`src/rtl/xfer_pkg.sv`:
```
package xfer_pkg;
  localparam logic [7:0] DONE_CODE = 8'h10;
  localparam int         CMD_MAX   = 32;
endpackage

```
`src/rtl/xfer_len_calc.sv`:
```
module xfer_len_calc #(
  parameter int CNT_W   = 16,
  parameter int PHASE_W = 24,
  parameter int CMD_MAX = 32
) (
  input  logic [CNT_W-1:0]          cnt_i,
  input  logic signed [PHASE_W-1:0] phase_i,
  input  logic                      cmd_i,
  output logic [CNT_W:0]            len_o
);
  localparam int LEN_W = CNT_W + 1;
  localparam int MAG_W = (PHASE_W > LEN_W) ? PHASE_W : LEN_W;

  logic [LEN_W-1:0]   full_len;
  logic [PHASE_W-1:0] abs_phase;
  logic [MAG_W-1:0]   full_ext, cap;

  always_comb begin
    // zero count encodes the largest transfer
    full_len  = (cnt_i == '0) ? {1'b1, {CNT_W{1'b0}}} : {1'b0, cnt_i};
    abs_phase = phase_i[PHASE_W-1] ? (~phase_i + 1'b1) : phase_i;
    full_ext  = MAG_W'(full_len);
    cap       = cmd_i ? MAG_W'(CMD_MAX) : MAG_W'(abs_phase);
    len_o     = LEN_W'((full_ext < cap) ? full_ext : cap);
  end

  always_comb begin
    p_cmd_cap_r2: assert (!cmd_i || int'(len_o) <= CMD_MAX);
  end
endmodule

```
`src/rtl/xfer_stepper.sv`:
```
module xfer_stepper #(
  parameter int CNT_W   = 16,
  parameter int PHASE_W = 24
) (
  input  logic                      clk_i,
  input  logic                      rst_ni,
  input  logic                      start_i,
  input  logic                      cmd_start_i,
  input  logic [CNT_W:0]            len_i,
  input  logic                      phase_ld_i,
  input  logic signed [PHASE_W-1:0] phase_i,
  input  logic                      chunk_vld_i,
  input  logic [CNT_W:0]            chunk_len_i,
  output logic                      dma_req_o,
  output logic [CNT_W:0]            dma_len_o,
  output logic                      dma_to_dev_o,
  output logic                      dma_cmd_o,
  output logic                      dev_next_o,
  output logic                      done_o,
  output logic signed [PHASE_W-1:0] phase_o
);
  localparam int LEN_W = CNT_W + 1;

  logic                      run_q, dir_q, cmd_q;
  logic [LEN_W-1:0]          left_q, avail_q, cmd_len_q, step_n;
  logic signed [PHASE_W-1:0] phase_q, phase_nx, n_ext;
  logic                      any_start, step, drained, last_read, late_done;

  always_comb begin
    any_start = start_i | cmd_start_i;
    step      = run_q & ~any_start & (left_q != '0) & (avail_q != '0);
    step_n    = (left_q < avail_q) ? left_q : avail_q;
    n_ext     = signed'(PHASE_W'(step_n));
    phase_nx  = dir_q ? (phase_q + n_ext) : (phase_q - n_ext);
    drained   = step & (step_n == avail_q);
    // read ran out of length while the device still owes bytes
    last_read = drained & ~dir_q & (step_n == left_q) & (phase_nx > 0);
    // deferred finish: next chunk announcement closes a spent transfer
    late_done = run_q & ~any_start & (left_q == '0) & chunk_vld_i & (phase_q <= 0);
    done_o    = (step & ~drained) | last_read | late_done;
  end

  assign dma_req_o    = step | cmd_q;
  assign dma_cmd_o    = cmd_q;
  assign dma_len_o    = cmd_q ? cmd_len_q : (step ? step_n : '0);
  assign dma_to_dev_o = cmd_q | (step & dir_q);
  assign dev_next_o   = drained;
  assign phase_o      = phase_q;

  always_ff @(posedge clk_i or negedge rst_ni) begin
    if (!rst_ni) begin
      run_q     <= 1'b0;
      dir_q     <= 1'b0;
      cmd_q     <= 1'b0;
      left_q    <= '0;
      avail_q   <= '0;
      cmd_len_q <= '0;
      phase_q   <= '0;
    end else begin
      cmd_q <= cmd_start_i;
      if (cmd_start_i) cmd_len_q <= len_i;

      if (any_start) begin
        run_q  <= start_i;
        left_q <= len_i;
        dir_q  <= phase_q[PHASE_W-1];
      end else begin
        if (done_o) run_q <= 1'b0;
        if (step) left_q <= left_q - step_n;
      end

      if (chunk_vld_i) avail_q <= chunk_len_i;
      else if (step)   avail_q <= avail_q - step_n;

      if (phase_ld_i) phase_q <= phase_i;
      else if (step)  phase_q <= phase_nx;
    end
  end

  p_left_monotone_r4: assert property (@(posedge clk_i) disable iff (!rst_ni)
    (run_q && !any_start) |=> (left_q <= $past(left_q)));

  p_done_stops_r9: assert property (@(posedge clk_i) disable iff (!rst_ni)
    done_o |=> !run_q);

  p_read_falls_r5: assert property (@(posedge clk_i) disable iff (!rst_ni)
    (step && !phase_ld_i && !dir_q) |=> (phase_q < $signed($past(phase_q))));

  p_write_rises_r5: assert property (@(posedge clk_i) disable iff (!rst_ni)
    (step && !phase_ld_i && dir_q) |=> (phase_q > $signed($past(phase_q))));
endmodule

```
`src/rtl/xfer_status.sv`:
```
module xfer_status #(
  parameter int CNT_W = 16
) (
  input  logic                          clk_i,
  input  logic                          rst_ni,
  input  logic                          cnt_wr_i,
  input  logic [$clog2(CNT_W/8)-1:0]    cnt_sel_i,
  input  logic [7:0]                    cnt_data_i,
  input  logic                          ti_cmd_i,
  input  logic                          done_i,
  input  logic                          int_ack_i,
  output logic [CNT_W-1:0]              reload_o,
  output logic [CNT_W-1:0]              cnt_o,
  output logic                          tc_o,
  output logic                          int_o,
  output logic [7:0]                    intr_o,
  output logic                          irq_o
);
  import xfer_pkg::*;
  localparam int NB    = CNT_W / 8;
  localparam int SEL_W = $clog2(NB);

  for (genvar b = 0; b < NB; b++) begin : g_byte
    logic [7:0] byte_q;
    always_ff @(posedge clk_i or negedge rst_ni) begin
      if (!rst_ni)                                       byte_q <= '0;
      else if (cnt_wr_i && cnt_sel_i == SEL_W'(b))        byte_q <= cnt_data_i;
    end
    assign reload_o[b*8 +: 8] = byte_q;
  end

  logic [CNT_W-1:0] cnt_q;
  logic             tc_q, int_q, irq_q;
  logic [7:0]       intr_q;

  always_ff @(posedge clk_i or negedge rst_ni) begin
    if (!rst_ni) begin
      cnt_q  <= '0;
      tc_q   <= 1'b0;
      int_q  <= 1'b0;
      intr_q <= '0;
      irq_q  <= 1'b0;
    end else begin
      irq_q <= done_i;
      if (done_i) begin
        tc_q   <= 1'b1;
        int_q  <= 1'b1;
        intr_q <= DONE_CODE;
        cnt_q  <= '0;
      end else begin
        if (ti_cmd_i) begin
          tc_q  <= 1'b0;
          cnt_q <= reload_o;
        end else if (cnt_wr_i) begin
          tc_q <= 1'b0;
        end
        if (int_ack_i) int_q <= 1'b0;
      end
    end
  end

  assign cnt_o  = cnt_q;
  assign tc_o   = tc_q;
  assign int_o  = int_q;
  assign intr_o = intr_q;
  assign irq_o  = irq_q;

  p_done_status_r8: assert property (@(posedge clk_i) disable iff (!rst_ni)
    irq_q |-> (tc_q && int_q && cnt_q == '0 && intr_q == DONE_CODE));

  p_ti_clears_tc_r3: assert property (@(posedge clk_i) disable iff (!rst_ni)
    (ti_cmd_i && !done_i) |=> !tc_q);

  p_wr_clears_tc_r3: assert property (@(posedge clk_i) disable iff (!rst_ni)
    (cnt_wr_i && !done_i) |=> !tc_q);

  p_ack_clears_r10: assert property (@(posedge clk_i) disable iff (!rst_ni)
    (int_ack_i && !done_i) |=> !int_q);
endmodule

```
`src/rtl/xfer_dma_ctrl.sv`:
```
module xfer_dma_ctrl #(
  parameter int CNT_W   = 16,
  parameter int PHASE_W = 24
) (
  input  logic                       clk_i,
  input  logic                       rst_ni,
  input  logic                       cnt_wr_i,
  input  logic [$clog2(CNT_W/8)-1:0] cnt_sel_i,
  input  logic [7:0]                 cnt_data_i,
  input  logic                       ti_cmd_i,
  input  logic                       cmd_phase_i,
  input  logic                       phase_ld_i,
  input  logic signed [PHASE_W-1:0]  phase_i,
  input  logic                       chunk_vld_i,
  input  logic [CNT_W:0]             chunk_len_i,
  input  logic                       int_ack_i,
  output logic                       dma_req_o,
  output logic [CNT_W:0]             dma_len_o,
  output logic                       dma_to_dev_o,
  output logic                       dma_cmd_o,
  output logic                       dev_next_o,
  output logic signed [PHASE_W-1:0]  phase_o,
  output logic [CNT_W-1:0]           cnt_o,
  output logic                       stat_tc_o,
  output logic                       stat_int_o,
  output logic [7:0]                 intr_code_o,
  output logic                       irq_o
);
  logic [CNT_W-1:0] reload;
  logic [CNT_W:0]   xfer_len;
  logic             done;
  logic             data_start, cmd_start;

  assign data_start = ti_cmd_i & ~cmd_phase_i;
  assign cmd_start  = ti_cmd_i &  cmd_phase_i;

  xfer_len_calc #(.CNT_W(CNT_W), .PHASE_W(PHASE_W), .CMD_MAX(xfer_pkg::CMD_MAX)) u_len (
    .cnt_i   (reload),
    .phase_i (phase_o),
    .cmd_i   (cmd_phase_i),
    .len_o   (xfer_len)
  );

  xfer_stepper #(.CNT_W(CNT_W), .PHASE_W(PHASE_W)) u_step (
    .clk_i        (clk_i),
    .rst_ni       (rst_ni),
    .start_i      (data_start),
    .cmd_start_i  (cmd_start),
    .len_i        (xfer_len),
    .phase_ld_i   (phase_ld_i),
    .phase_i      (phase_i),
    .chunk_vld_i  (chunk_vld_i),
    .chunk_len_i  (chunk_len_i),
    .dma_req_o    (dma_req_o),
    .dma_len_o    (dma_len_o),
    .dma_to_dev_o (dma_to_dev_o),
    .dma_cmd_o    (dma_cmd_o),
    .dev_next_o   (dev_next_o),
    .done_o       (done),
    .phase_o      (phase_o)
  );

  xfer_status #(.CNT_W(CNT_W)) u_stat (
    .clk_i      (clk_i),
    .rst_ni     (rst_ni),
    .cnt_wr_i   (cnt_wr_i),
    .cnt_sel_i  (cnt_sel_i),
    .cnt_data_i (cnt_data_i),
    .ti_cmd_i   (ti_cmd_i),
    .done_i     (done),
    .int_ack_i  (int_ack_i),
    .reload_o   (reload),
    .cnt_o      (cnt_o),
    .tc_o       (stat_tc_o),
    .int_o      (stat_int_o),
    .intr_o     (intr_code_o),
    .irq_o      (irq_o)
  );
endmodule

```
`config.mk`:
```
export PLATFORM = sky130hd
export DESIGN_NAME = xfer_dma_ctrl
export DESIGN_NICKNAME = d
export VERILOG_FILES = /design/src/rtl/xfer_pkg.sv /design/src/rtl/xfer_len_calc.sv /design/src/rtl/xfer_stepper.sv /design/src/rtl/xfer_status.sv /design/src/rtl/xfer_dma_ctrl.sv
export SDC_FILE = /design/constraint.sdc
export NUM_CORES = 1
export LEC_CHECK = 0
export ABC_AREA = 1
export BUFFER_PORTS_ARGS = -buffer_cell sky130_fd_sc_hd__buf_2
export CELL_PAD_IN_SITES_DETAIL_PLACEMENT = 1
export CELL_PAD_IN_SITES_GLOBAL_PLACEMENT = 1
export CORE_AREA = 5 5 159 161
export CTS_BUF_LIST = sky130_fd_sc_hd__clkbuf_8
export DETAILED_ROUTE_END_ITERATION = 8
export DIE_AREA = 0 0 164 166
export GPL_ROUTABILITY_DRIVEN = 0
export GPL_TIMING_DRIVEN = 0
export PLACE_DENSITY_LB_ADDON = 0.1
export SLEW_MARGIN = 10
export SYNTH_ARGS = -nofsm -noshare
export SYNTH_HDL_FRONTEND = slang
export SYNTH_HIERARCHICAL = 1
export SYNTH_SLANG_ARGS = --single-unit
```
`constraint.sdc`:
```
create_clock -name clk_i -period 8.9 [get_ports clk_i]
set_input_delay 1.78 -clock clk_i [delete_from_list [all_inputs] [get_ports clk_i]]
set_output_delay 1.78 -clock clk_i [all_outputs]
set_load 0.01 [all_outputs]
```
=== Word level (Yosys, flattened, before mapping) ===
Cells that the tools add are included.

* Input port bits: 58
* Output and inout bits: 72
* Register bits after elaboration: 114
* Logic and storage cells: 86

* Muxes and demuxes: 23
* Order comparisons: 4
* Bitwise gates (word level): 25
* $add $sub $neg: 5
* Reduce and logical (&&, ||, !) cells: 13
* Equality and inequality tests: 2

{| class="wikitable"
|+ Operators with widths
! kind !! count
|-
| $mux W17 || 9
|-
| $mux W24 || 5
|-
| $eq A17 B17 Y1 || 2
|-
| $reduce_bool A17 Y1 || 2
|-
| $sub A17 B17 Y17 || 2
|-
| $mux W16 || 2
|-
| $add A24 B1 Y24 const B || 1
|-
| $add A24 B18 Y24 || 1
|-
| $gt A24 B1 Y1 const B || 1
|-
| $le A24 B1 Y1 const B || 1
|-
| $lt A17 B24 Y1 || 1
|-
| $not A24 Y24 || 1
|-
| $sub A24 B18 Y24 || 1
|-
| $logic_not A17 Y1 || 1
|-
| $lt A17 B17 Y1 || 1
|-
| $logic_not A16 Y1 || 1
|-
| $and A1 B1 Y1 || 14
|-
| $reduce_bool A2 Y1 || 6
|-
| $mux W1 || 7
|-
| $not A1 Y1 || 5
|-
| $or A1 B1 Y1 || 5
|-
| $reduce_bool A3 Y1 || 1
|-
| $logic_and A1 B1 Y1 || 2
|}

=== Longest topological paths before layout ===
Gate-level depths: netlist (run 1).

* Depth after elaboration: 15
* Mapped depth: 42
* Depth with buffers taken out: 40

=== By module ===
The synthesis (run 1) kept the hierarchy.

{| class="wikitable"
|+ By module, submodules not included
! module !! times used !! cells each !! area an instance (um2)
|-
| xfer_stepper || 1 || 1148 || 7795.0
|-
| xfer_len_calc || 1 || 316 || 1664.1
|-
| xfer_status || 1 || 158 || 1472.7
|-
| xfer_dma_ctrl || 1 || 4 || 17.5
|}

=== Least setup slack after synthesis (run 1) ===
OpenSTA, ideal clock, no wires.

* Kind: input -> output
* From: input port cmd_phase_i
* To: output port dma_len_o[10]
* Stages on the path: 11
* Required time: 7120 ps
* Setup slack: 3733 ps
* Path buffers: 2
* Data arrival time: 3387 ps
* Cell sequence: nand2_1 > inv_1 > clkbuf_1 > nor2_2 > nand2_1 > inv_1 > nand3_1 > inv_1 > nand2_1 > clkbuf_1 > o22ai_1

* Elaborated cells between the ends (all ways): 10
* Those cells by class: 2 x mux; 8 x bitwise

{| class="wikitable"
|+ RTL lines
! item !! RTL line !! RTL
|-
| start, declared || xfer_dma_ctrl.sv:11 || <nowiki>input logic cmd_phase_i,</nowiki>
|-
| $and A1 B1 Y1 || xfer_dma_ctrl.sv:35 || <nowiki>assign cmd_start = ti_cmd_i & cmd_phase_i;</nowiki>
|-
| named net cmd_start || xfer_dma_ctrl.sv:32 || <nowiki>logic data_start, cmd_start;</nowiki>
|-
| $or A1 B1 Y1 || xfer_stepper.sv:30 || <nowiki>any_start = start_i | cmd_start_i;</nowiki>
|-
| $not A1 Y1 || xfer_stepper.sv:31 || <nowiki>step = run_q & ~any_start & (left_q != '0) & (avail_q != '0);</nowiki>
|-
| $and A1 B1 Y1 (3 in a row) || xfer_stepper.sv:31 ||
|-
| $mux W17 (2 in a row) || xfer_stepper.sv:45 || <nowiki>assign dma_len_o = cmd_q ? cmd_len_q : (step ? step_n : '0);</nowiki>
|-
| end, declared || xfer_dma_ctrl.sv:18 || <nowiki>output logic [CNT_W:0] dma_len_o,</nowiki>
|}

The timed path passes the listed nets, and every way through them passes these cells.

=== Worst setup path in the final report (run 1) ===
* From: input port cmd_phase_i
* To: output port dma_len_o[15]

The elaborated chain is that of the path after synthesis.

==> qor.csv, run 1 <==
metric,value,unit
number of global-route vias before repair,12500,
worst slew pin tran,0.684,ns
number of enable flip-flop cells after synthesis,0,
Synth top area share,26.1,%
Clock Sinks,114,
TritonCTS clock tree,built,
dominant synthesized flop cell,sky130_fd_sc_hd__dfrtp_1,
count of instances resized after the clock tree is built,0,
main area contributors after synthesis,"sky130_fd_sc_hd__dfrtp_1 (26%), sky130_fd_sc_hd__nand2_1 (16%), sky130_fd_sc_hd__ha_1 (11%)",
count of endpoints failing hold in the final timing report,0,
critical path startpoint category,input port,
Hold Path Sink,u_stat/cnt_o[15],
Post-Synthesis Mean Instance Area,6.73,µm²
status,finished clean,
post-layout net count,1924,
"commonest non-fill, non-tap cell in the layout",sky130_fd_sc_hd__nand2_1,
cell taking the most area after synthesis,sky130_fd_sc_hd__dfrtp_1,
number of flip-flops and latches in the synthesized netlist,114,
Post-Synthesis Cells,1626,
Max Freq,0.158,GHz
post-detail-place hpwl,34.1,mm
worst endpoint required time,7.12,ns
number of H-tree levels,4,
setup_tns,0,ns
crit share post-route,71.1,%
"reg-to-reg slack, setup",2.59,ns
GRT Util Overall,32.3,%
category of the worst setup path capture point,output pin,
sum of overflow across all layers after global routing,0,
width of the die,164,µm
Hold Crit Depth,2,
normalized max-slew margin,54.4,%
Port Buffer Count,118,
Yosys warning count,6,
global route hottest layer,met2,
antenna diode count,0,
Total Die Area,27200,µm²
Max Cap Viol,0,
Total Wirelength,43.8,mm
global-route track usage on met3,4.57,%
"top library cells by usage in the layout, fill and taps aside","sky130_fd_sc_hd__nand2_1 (473), sky130_fd_sc_hd__inv_1 (183), sky130_fd_sc_hd__nand3_1 (128)",
setup bufs post-CTS,0,
die extent in y,166,µm
effective utilization at floorplan,46.0,%
"Setup violations, final",0,
proportion of layout cells with a drive suffix above 1,15.1,%
worst reg2reg path endpoint,u_stat/int_o,
root buffer cell,sky130_fd_sc_hd__clkbuf_8,
Hold WC Path Type,reg2reg,
length in cells of the worst reg-to-reg path,33,
Worst Min Path Start,u_stat/cnt_o[15],
number of routed nets with antenna violations,0,
later-pin clock latency in the skew report,0.47,ns
Post-Syn Area,10900,µm²
sequential element share of the synthesized area,26.1,%
router iterations before antenna repair,5,
async set-or-reset flop fraction in the synthesized netlist,100,%
number of rows in the core area,57,
Synth cell types,54,
worst flop-to-flop path startpoint,u_step/avail_q[12],
Syn-to-layout area delta,13.7,%
global-route wire length before repair,68.9,mm
cts-stage hold buffer count,0,
Clock Pin Slew Worst Setup and Hold Paths,0.07,ns
deepest clock path buffer count,2,
DR vias,12100,
Area after DPL,12000,µm²
DRC Markers,0,
drt wl/cell,20.8,µm
total clock buffers created by CTS,17,
post-route cell area,12400,µm²
WS Path Type,in2out,
I/O pin total,130,
met1 routing resource usage after global routing,41.9,%
utilization after layout,52.2,%
initial antenna violation count,0,
Worst Skew,0.0197,ns
Critical Path Fanout Max,10,
unrepaired setup endpoints after global routing,no,
via density per instance,5.74,
post-layout minimum cycle time,6.33,ns
arrival time at the worst endpoint,4.55,ns
met2 usage,54.8,%
DR iter-0 viols,936,
count of filler cells inserted in the layout,3338,
pin count of the biggest net entering global routing,75,
Core Area,23800,µm²
number of max-slew violations in the final report,0,
==> metal layers <==
layer	up-vias	part of all wire, %
met4	0	3.5
met3	100	5.9
li1	5646	-
met1	5935	42
met5	-	0
met2	420	49
==> through the flow <==
stage	setup WS (ns)	std cells	hold WS, ns
after CTS	2.58	2107	0.475
after detailed placement	2.61	2075	0.456
after global placement	2.69	2074	0.449
after floorplan	3.73	1632	0.491
after global routing	2.20	2107	0.485
final	2.57	2107	0.478
==> critical path, cell delays in order <==
cell                       delay [ns]
sky130_fd_sc_hd__buf_2           0.15
sky130_fd_sc_hd__nand2_1         0.07
sky130_fd_sc_hd__inv_1           0.04
sky130_fd_sc_hd__clkbuf_1        0.17
sky130_fd_sc_hd__nor2_2          0.49
sky130_fd_sc_hd__nand2_1         0.15
sky130_fd_sc_hd__inv_1           0.11
sky130_fd_sc_hd__nand3_1         0.30
sky130_fd_sc_hd__inv_1           0.30
sky130_fd_sc_hd__nand2_1         0.24
sky130_fd_sc_hd__clkbuf_1        0.30
sky130_fd_sc_hd__o22ai_1         0.25
sky130_fd_sc_hd__buf_2           0.19
==> cells in the mapped netlist, types with 4 or more instances <==
library cell,count
sky130_fd_sc_hd__o22ai_1,19
sky130_fd_sc_hd__nand3b_1,9
sky130_fd_sc_hd__a211oi_1,4
sky130_fd_sc_hd__nand3_2,6
sky130_fd_sc_hd__clkbuf_1,40
sky130_fd_sc_hd__nand3_1,128
sky130_fd_sc_hd__nand2_2,48
sky130_fd_sc_hd__o211ai_1,20
sky130_fd_sc_hd__nor4_1,14
sky130_fd_sc_hd__nor2_1,115
sky130_fd_sc_hd__buf_4,12
sky130_fd_sc_hd__nor2_2,9
sky130_fd_sc_hd__o221ai_1,23
sky130_fd_sc_hd__xor2_1,21
sky130_fd_sc_hd__o21ai_0,68
sky130_fd_sc_hd__nand4_1,21
sky130_fd_sc_hd__o21ai_1,7
sky130_fd_sc_hd__nor3_1,29
sky130_fd_sc_hd__dfrtp_1,114
sky130_fd_sc_hd__ha_1,93
sky130_fd_sc_hd__xnor2_1,21
sky130_fd_sc_hd__buf_2,6
sky130_fd_sc_hd__nand2_1,473
sky130_fd_sc_hd__nor2_4,7
sky130_fd_sc_hd__a21oi_1,79
sky130_fd_sc_hd__inv_1,182
sky130_fd_sc_hd__inv_2,7
sky130_fd_sc_hd__nand2_4,9
==> cell type report <==
class                   count  area, µm²  area share, %
clock buffers              19        262           2.10
repair buffers            119        624           5.02
multi-input cells        1265       7070           56.8
flip-flops and latches    114       2850           22.9
plain buffers              63        339           2.72
inverters                 190        713           5.73
well taps                 324        405           3.26
clock inverters            13        183           1.47
==> state kept, by name (all words and copies together) (netlist names) <==
register / cells
u_step/phase_o: 24
u_step/cmd_len_q: 17
u_step/run_q: 1
u_stat/irq_o: 1
u_stat/cnt_o: 16
u_step/left_q: 17
u_stat/intr_o: 1
u_step/avail_q: 17
u_stat/int_o: 1
u_stat/g_byte.byte_q: 16
u_step/dma_cmd_o: 1
u_step/dir_q: 1
u_stat/tc_o: 1
==> logic make-up after synthesis <==
logic type	count (synthesis)	share of synthesized area [%]
AOI/OAI and AO/OA	237	12.9
xor gates and xnor gates	42	3.36
adders and majority gates	96	11.2
buffers and inverters	253	9.61
DFF	114	26.1
other	1	0.0342
and+or+nand+nor	883	36.9
==> worst max path at each step <==
stage | from | end | slack, ns | depth (start not counted)
2_1_floorplan | cmd_phase_i | dma_len_o[10] | 3.73 | 11
3_3_place_gp | cmd_phase_i | dma_len_o[15] | 2.69 | 13
3_5_place_dp | cmd_phase_i | dma_len_o[14] | 2.61 | 13
4_1_cts | cmd_phase_i | dma_len_o[14] | 2.58 | 13
5_1_grt | u_step/avail_q[16] | u_stat/int_o | 2.20 | 31
6_report | cmd_phase_i | dma_len_o[15] | 2.57 | 13
Power of run 1 is left out: the tool's default activity adds up to more than one toggle a clock period on the data nets, which glitch-free logic cannot reach.
==> inputs of run 2 (changes only) <==
--- a/config.mk
+++ b/config.mk
@@ -9,10 +9,10 @@
 export BUFFER_PORTS_ARGS = -buffer_cell sky130_fd_sc_hd__buf_2
 export CELL_PAD_IN_SITES_DETAIL_PLACEMENT = 1
 export CELL_PAD_IN_SITES_GLOBAL_PLACEMENT = 1
-export CORE_AREA = 5 5 159 161
+export CORE_AREA = 5 5 172 174
 export CTS_BUF_LIST = sky130_fd_sc_hd__clkbuf_8
 export DETAILED_ROUTE_END_ITERATION = 8
-export DIE_AREA = 0 0 164 166
+export DIE_AREA = 0 0 177 179
 export GPL_ROUTABILITY_DRIVEN = 0
 export GPL_TIMING_DRIVEN = 0
 export PLACE_DENSITY_LB_ADDON = 0.1
==> constraint.sdc (replaced) <==
create_clock -name clk_i -period 5.1 [get_ports clk_i]
set_input_delay 1.02 -clock clk_i [delete_from_list [all_inputs] [get_ports clk_i]]
set_output_delay 1.02 -clock clk_i [all_outputs]
set_load 0.01 [all_outputs]
==> run 2 against run 1 <==
Effect of this change: the flow now finishes with violations (setup timing); core utilization down 0.60 points; global-route usage down 2.8 points; cell area up 15%; non-clock buffer count up 113; worst setup slack worse by 2.8 ns; critical path type is now reg2reg.
==> qor.csv, run 2 (synthesized netlist as in run 1, its figures left out) <==
metric,value,unit
status,"complete, but fails checks",
failing checks,setup timing,
worst endpoint required time,5.49,ns
Total Wirelength,49.2,mm
antenna diode count,0,
via density per instance,5.52,
sum of overflow across all layers after global routing,0,
"reg-to-reg slack, setup",-0.18,ns
utilization after layout,51.7,%
post-layout instance count excluding filler cells,2273,
worst slew pin tran,1.02,ns
pin count of the biggest net entering global routing,76,
count of endpoints failing hold in the final timing report,0,
"Setup violations, final",19,
router iterations before antenna repair,5,
Hold WC Path Type,in2async,
min setup slack post-route,-0.182,ns
number of max-slew violations in the final report,0,
Clock Sinks,114,
DR vias,12600,
proportion of layout cells with a drive suffix above 1,28.0,%
buffers and inverters on the worst path,4,
global-route wire length before repair,72.5,mm
cell mode on critical path,sky130_fd_sc_hd__nand2_1,
GRT Util Overall,29.5,%
Total Die Area,31700,µm²
number of flip-flops under the largest register name,24,
total clock buffers created by CTS,17,
area taken by multi-input logic gates,7950,µm²
placed cells,2129,
TritonCTS clock tree,built,
number of H-tree levels,4,
Port Buffer Count,118,
post-layout minimum cycle time,5.28,ns
crit share post-route,104,%
post-layout net count,2037,
category of the worst setup path capture point,flop,
DRC Markers,0,
count of filler cells inserted in the layout,3650,
effective utilization at floorplan,39.6,%
width of the die,177,µm
area taken by flip-flops and latches,2860,µm²
later-pin clock latency in the skew report,0.46,ns
root buffer cell,sky130_fd_sc_hd__clkbuf_8,
unrepaired setup endpoints after global routing,yes,
deepest clock path buffer count,2,
drt wl/cell,21.7,µm
Critical-path top delay cell,sky130_fd_sc_hd__dfrtp_2,
post-detail-place hpwl,34.6,mm
number of rows in the core area,61,
WS Path Type,reg2reg,
critical path startpoint category,flop,
normalized max-slew margin,31.8,%
Clock Pin Slew Worst Setup and Hold Paths,0.09,ns
die extent in y,179,µm
Max Freq,0.189,GHz
Critical Path Fanout Max,5,
number of routed nets with antenna violations,0,
"commonest non-fill, non-tap cell in the layout",sky130_fd_sc_hd__nand2_1,
number of global-route vias before repair,12900,
worst reg2reg path endpoint,u_stat/cnt_o[5],
largest stage delay on the critical path,0.46,ns
Worst Skew,0.0220,ns
Max Cap Viol,0,
cts-stage hold buffer count,0,
"top library cells by usage in the layout, fill and taps aside","sky130_fd_sc_hd__nand2_1 (427), sky130_fd_sc_hd__inv_1 (161), sky130_fd_sc_hd__buf_2 (122)",
initial antenna violation count,0,
length in cells of the worst reg-to-reg path,34,
cell family contributing the most delay on the critical path,simple AND/OR/NAND/NOR gates,
Syn-to-layout area delta,30.3,%
DR iter-0 viols,858,
I/O pin total,130,
Core Area,27600,µm²
worst flop-to-flop path startpoint,u_step/left_q[5],
arrival time at the worst endpoint,5.67,ns
==> run 2: cell count changes in the layout (fill, tap and decap cells not counted), moves of 10 or more <==
cell                      delta
sky130_fd_sc_hd__a21oi_1    -15
sky130_fd_sc_hd__a21oi_2    +11
sky130_fd_sc_hd__buf_4     +104
sky130_fd_sc_hd__ha_1       -25
sky130_fd_sc_hd__ha_4       +21
sky130_fd_sc_hd__inv_1      -22
sky130_fd_sc_hd__inv_2      +20
sky130_fd_sc_hd__nand2_1    -46
sky130_fd_sc_hd__nand2_2    +23
sky130_fd_sc_hd__nand2_4    +23
sky130_fd_sc_hd__nor2_1     -16
sky130_fd_sc_hd__o21ai_0    -10
==> run 2: layout make-up <==
cell class | instances | share of cell area [%]
Sequential cell | 114 | 20.0
Clock inverter | 14 | 1.15
Timing Repair Buffer | 232 | 10.6
Buffer | 63 | 2.50
Multi-Input combinational cell | 1265 | 55.7
Inverter | 190 | 5.05
Tap cell | 378 | 3.31
Clock buffer | 17 | 1.64
==> run 2: stage by stage <==
step           instance area, µm²  TNS [ns]  hold slack [ns]  setup slack [ns]
4_1_cts                     13400         0            0.476           0.00246
3_5_place_dp                12100    -18.41            0.451             -1.04
2_1_floorplan               11000         0            0.491             0.507
6_report                    14300     -2.81            0.481            -0.182
5_1_grt                     14300     -7.89            0.495            -0.430
3_3_place_gp                12000    -16.87            0.451            -0.975
==> run 2: worst max path at each step <==
stage                        from                to  slack [ns]  depth (start not counted)
2_1_floorplan  u_step/avail_q[16]  u_stat/cnt_o[13]        0.51                         38
5_1_grt         u_step/avail_q[3]   u_stat/cnt_o[7]       -0.43                         39
3_3_place_gp   u_step/avail_q[12]      u_stat/int_o       -0.98                         39
3_5_place_dp   u_step/avail_q[12]   u_stat/cnt_o[9]       -1.04                         38
4_1_cts        u_step/avail_q[12]   u_stat/cnt_o[7]       0.002                         35
6_report         u_step/left_q[5]   u_stat/cnt_o[5]       -0.18                         34
==> run 2: timing repair <==
action	CTS	global route
pin swaps	45	66
setup endpoints to repair	22	27
gates resized for setup	96	133
gates cloned	1	0
setup buffers	67	45
==> run 2: layer usage <==
metal,GRT usage [%],wire [µm],vias up
li1,-,-,5870
met1,37.3,20800,6168
met2,51.4,24200,400
met3,4.20,2250,113
met4,10.9,2060,0
met5,0,0,-
Power of run 2 is left out for the same reason.
==> inputs of run 3 (changes only) <==
--- a/config.mk
+++ b/config.mk
@@ -9,13 +9,14 @@
 export BUFFER_PORTS_ARGS = -buffer_cell sky130_fd_sc_hd__buf_2
 export CELL_PAD_IN_SITES_DETAIL_PLACEMENT = 1
 export CELL_PAD_IN_SITES_GLOBAL_PLACEMENT = 1
-export CORE_AREA = 5 5 172 174
+export CORE_AREA = 2 2 169 171
 export CTS_BUF_LIST = sky130_fd_sc_hd__clkbuf_8
 export DETAILED_ROUTE_END_ITERATION = 8
-export DIE_AREA = 0 0 177 179
+export DIE_AREA = 0 0 171 173
 export GPL_ROUTABILITY_DRIVEN = 0
 export GPL_TIMING_DRIVEN = 0
 export PLACE_DENSITY_LB_ADDON = 0.1
+export SETUP_SLACK_MARGIN = 0.02
 export SLEW_MARGIN = 10
 export SYNTH_ARGS = -nofsm -noshare
 export SYNTH_HDL_FRONTEND = slang
==> run 3 against run 2 <==
Effect of this change: the run still ends with setup timing left; critical path depth is 3 higher; sequential share of layout area up 0.24 points; first-iteration DRC count down 13%; die area is 6.6% lower; via count shrank 1.3%; register-to-register slack better by 0.05 ns; worst setup slack improved by 0.047 ns; wire length decreased by 3.5%; global-route usage increased by 1.6 points; maximum frequency grew 0.90%.
==> qor.csv, run 3 (synthesized netlist as in run 1, its figures left out) <==
metric,value,unit
WS Path Type,reg2reg,
effective utilization at floorplan,39.6,%
number of H-tree levels,4,
Max Freq,0.191,GHz
deepest clock path buffer count,2,
root buffer cell,sky130_fd_sc_hd__clkbuf_8,
post-detail-place hpwl,34.1,mm
Critical-path top delay cell,sky130_fd_sc_hd__dfrtp_1,
post-layout minimum cycle time,5.23,ns
Max Cap Viol,0,
global-route wire length before repair,71.0,mm
Clock Sinks,114,
DR iter-0 viols,749,
Critical Path Fanout Max,6,
Port Buffer Count,118,
initial antenna violation count,1,
worst slew pin tran,0.840,ns
largest stage delay on the critical path,0.40,ns
global route hottest layer,met2,
count of endpoints failing hold in the final timing report,0,
cts-stage hold buffer count,0,
later-pin clock latency in the skew report,0.48,ns
number of max-slew violations in the final report,0,
buffers and inverters on the worst path,3,
met2 usage,51.7,%
Hold WC Path Type,in2async,
Syn-to-layout area delta,28.8,%
length in cells of the worst reg-to-reg path,37,
"commonest non-fill, non-tap cell in the layout",sky130_fd_sc_hd__nand2_1,
"Setup violations, final",19,
number of flip-flops under the largest register name,24,
I/O pin total,130,
Worst Skew,0.0225,ns
arrival time at the worst endpoint,5.63,ns
TritonCTS clock tree,built,
cell family contributing the most delay on the critical path,simple AND/OR/NAND/NOR gates,
crit share post-route,103,%
proportion of layout cells with a drive suffix above 1,26.8,%
Total Wirelength,47.5,mm
sum of overflow across all layers after global routing,0,
status,"complete, but fails checks",
normalized max-slew margin,44.0,%
Total Die Area,29600,µm²
"top library cells by usage in the layout, fill and taps aside","sky130_fd_sc_hd__nand2_1 (430), sky130_fd_sc_hd__inv_1 (161), sky130_fd_sc_hd__buf_2 (122), sky130_fd_sc_hd__nand3_1 (122), sky130_fd_sc_hd__dfrtp_1 (109)",
antenna diode count,0,
unrepaired setup endpoints after global routing,yes,
met1 routing resource usage after global routing,41.0,%
"reg-to-reg slack, setup",-0.13,ns
via density per instance,5.49,
area taken by flip-flops and latches,2860,µm²
worst reg2reg path endpoint,u_stat/cnt_o[4],
worst flop-to-flop path startpoint,u_step/avail_q[12],
Core Area,27600,µm²
number of rows in the core area,61,
total clock buffers created by CTS,17,
pin count of the biggest net entering global routing,78,
count of filler cells inserted in the layout,3623,
width of the die,171,µm
drt wl/cell,21.1,µm
number of global-route vias before repair,12500,
GRT Util Overall,31.2,%
WHS,0.453,ns
global-route track usage on met3,4.53,%
failing checks,setup timing,
die extent in y,173,µm
min setup slack post-route,-0.135,ns
critical path startpoint category,flop,
post-layout net count,2020,
area taken by multi-input logic gates,7860,µm²
category of the worst setup path capture point,flop,
Clock Pin Slew Worst Setup and Hold Paths,0.09,ns
worst endpoint required time,5.50,ns
cell mode on critical path,sky130_fd_sc_hd__nand2_4,
DRC Markers,0,
number of routed nets with antenna violations,0,
DR vias,12400,
router iterations before antenna repair,7,
-- run 3: repair_timing --
action                     CTS  global route
setup endpoints to repair   22            29
pin swaps                   55            57
cloned                       1             1
setup buffers               70            24
gates resized for setup    115            96
-- run 3: layout make-up --
| type | count | area share (%) |
|---|---|---|
| Buffer | 63 | 2.56 |
| Clock buffer | 18 | 1.76 |
| Clock inverter | 14 | 1.33 |
| Inverter | 190 | 5.09 |
| Multi-Input combinational cell | 1265 | 55.7 |
| Sequential cell | 114 | 20.3 |
| Tap cell | 378 | 3.35 |
| Timing Repair Buffer | 215 | 9.94 |
-- run 3: metal layers --
| metal | part of all wire [%] | vias up | wire length, µm |
|---|---|---|---|
| li1 | - | 5856 | - |
| met1 | 43 | 6049 | 20300 |
| met2 | 48 | 380 | 22700 |
| met3 | 5.5 | 102 | 2610 |
| met4 | 4.1 | 0 | 1950 |
| met5 | 0 | - | 0 |
-- run 3: stage by stage --
stage | setup TNS [ns] | setup slack, ns | utilization [%] | cell area, µm² | std cells
floorplan | 0 | 0.507 | - | 11000 | 1632
global placement | -14.84 | -0.877 | 43.6 | 12000 | 2128
detailed placement | -16.94 | -1.01 | 43.7 | 12100 | 2129
CTS | -0.0000657 | -0.0000657 | 48.8 | 13500 | 2232
global route | -8.68 | -0.466 | 51.1 | 14100 | 2257
finish | -1.93 | -0.135 | 51.1 | 14100 | 2257
-- run 3: worst reg2reg max path, delay by kind of cell, from the launching register on --
kind | cells | cell delay (ns)
AND/OR/NAND/NOR | 27 | 3.02
adder cells (fa/ha/maj) | 3 | 0.74
AO/OA/AOI/OAI | 4 | 0.51
buffers and inverters | 3 | 0.47
flip-flops | 1 | 0.40
-- run 3: how the worst max path moves through the flow --
stage	start	slack, ns	to	cells after the start
floorplan	u_step/avail_q[16]	0.51	u_stat/cnt_o[13]	38
detailed placement	u_step/avail_q[12]	-1.01	u_stat/int_o	39
global placement	u_step/avail_q[12]	-0.88	u_stat/cnt_o[12]	40
global route	u_step/avail_q[12]	-0.47	u_stat/cnt_o[4]	36
finish	u_step/avail_q[12]	-0.13	u_stat/cnt_o[4]	37
CTS	u_step/avail_q[11]	-0.00007	u_stat/cnt_o[15]	40
Power of run 3 is left out for the same reason.
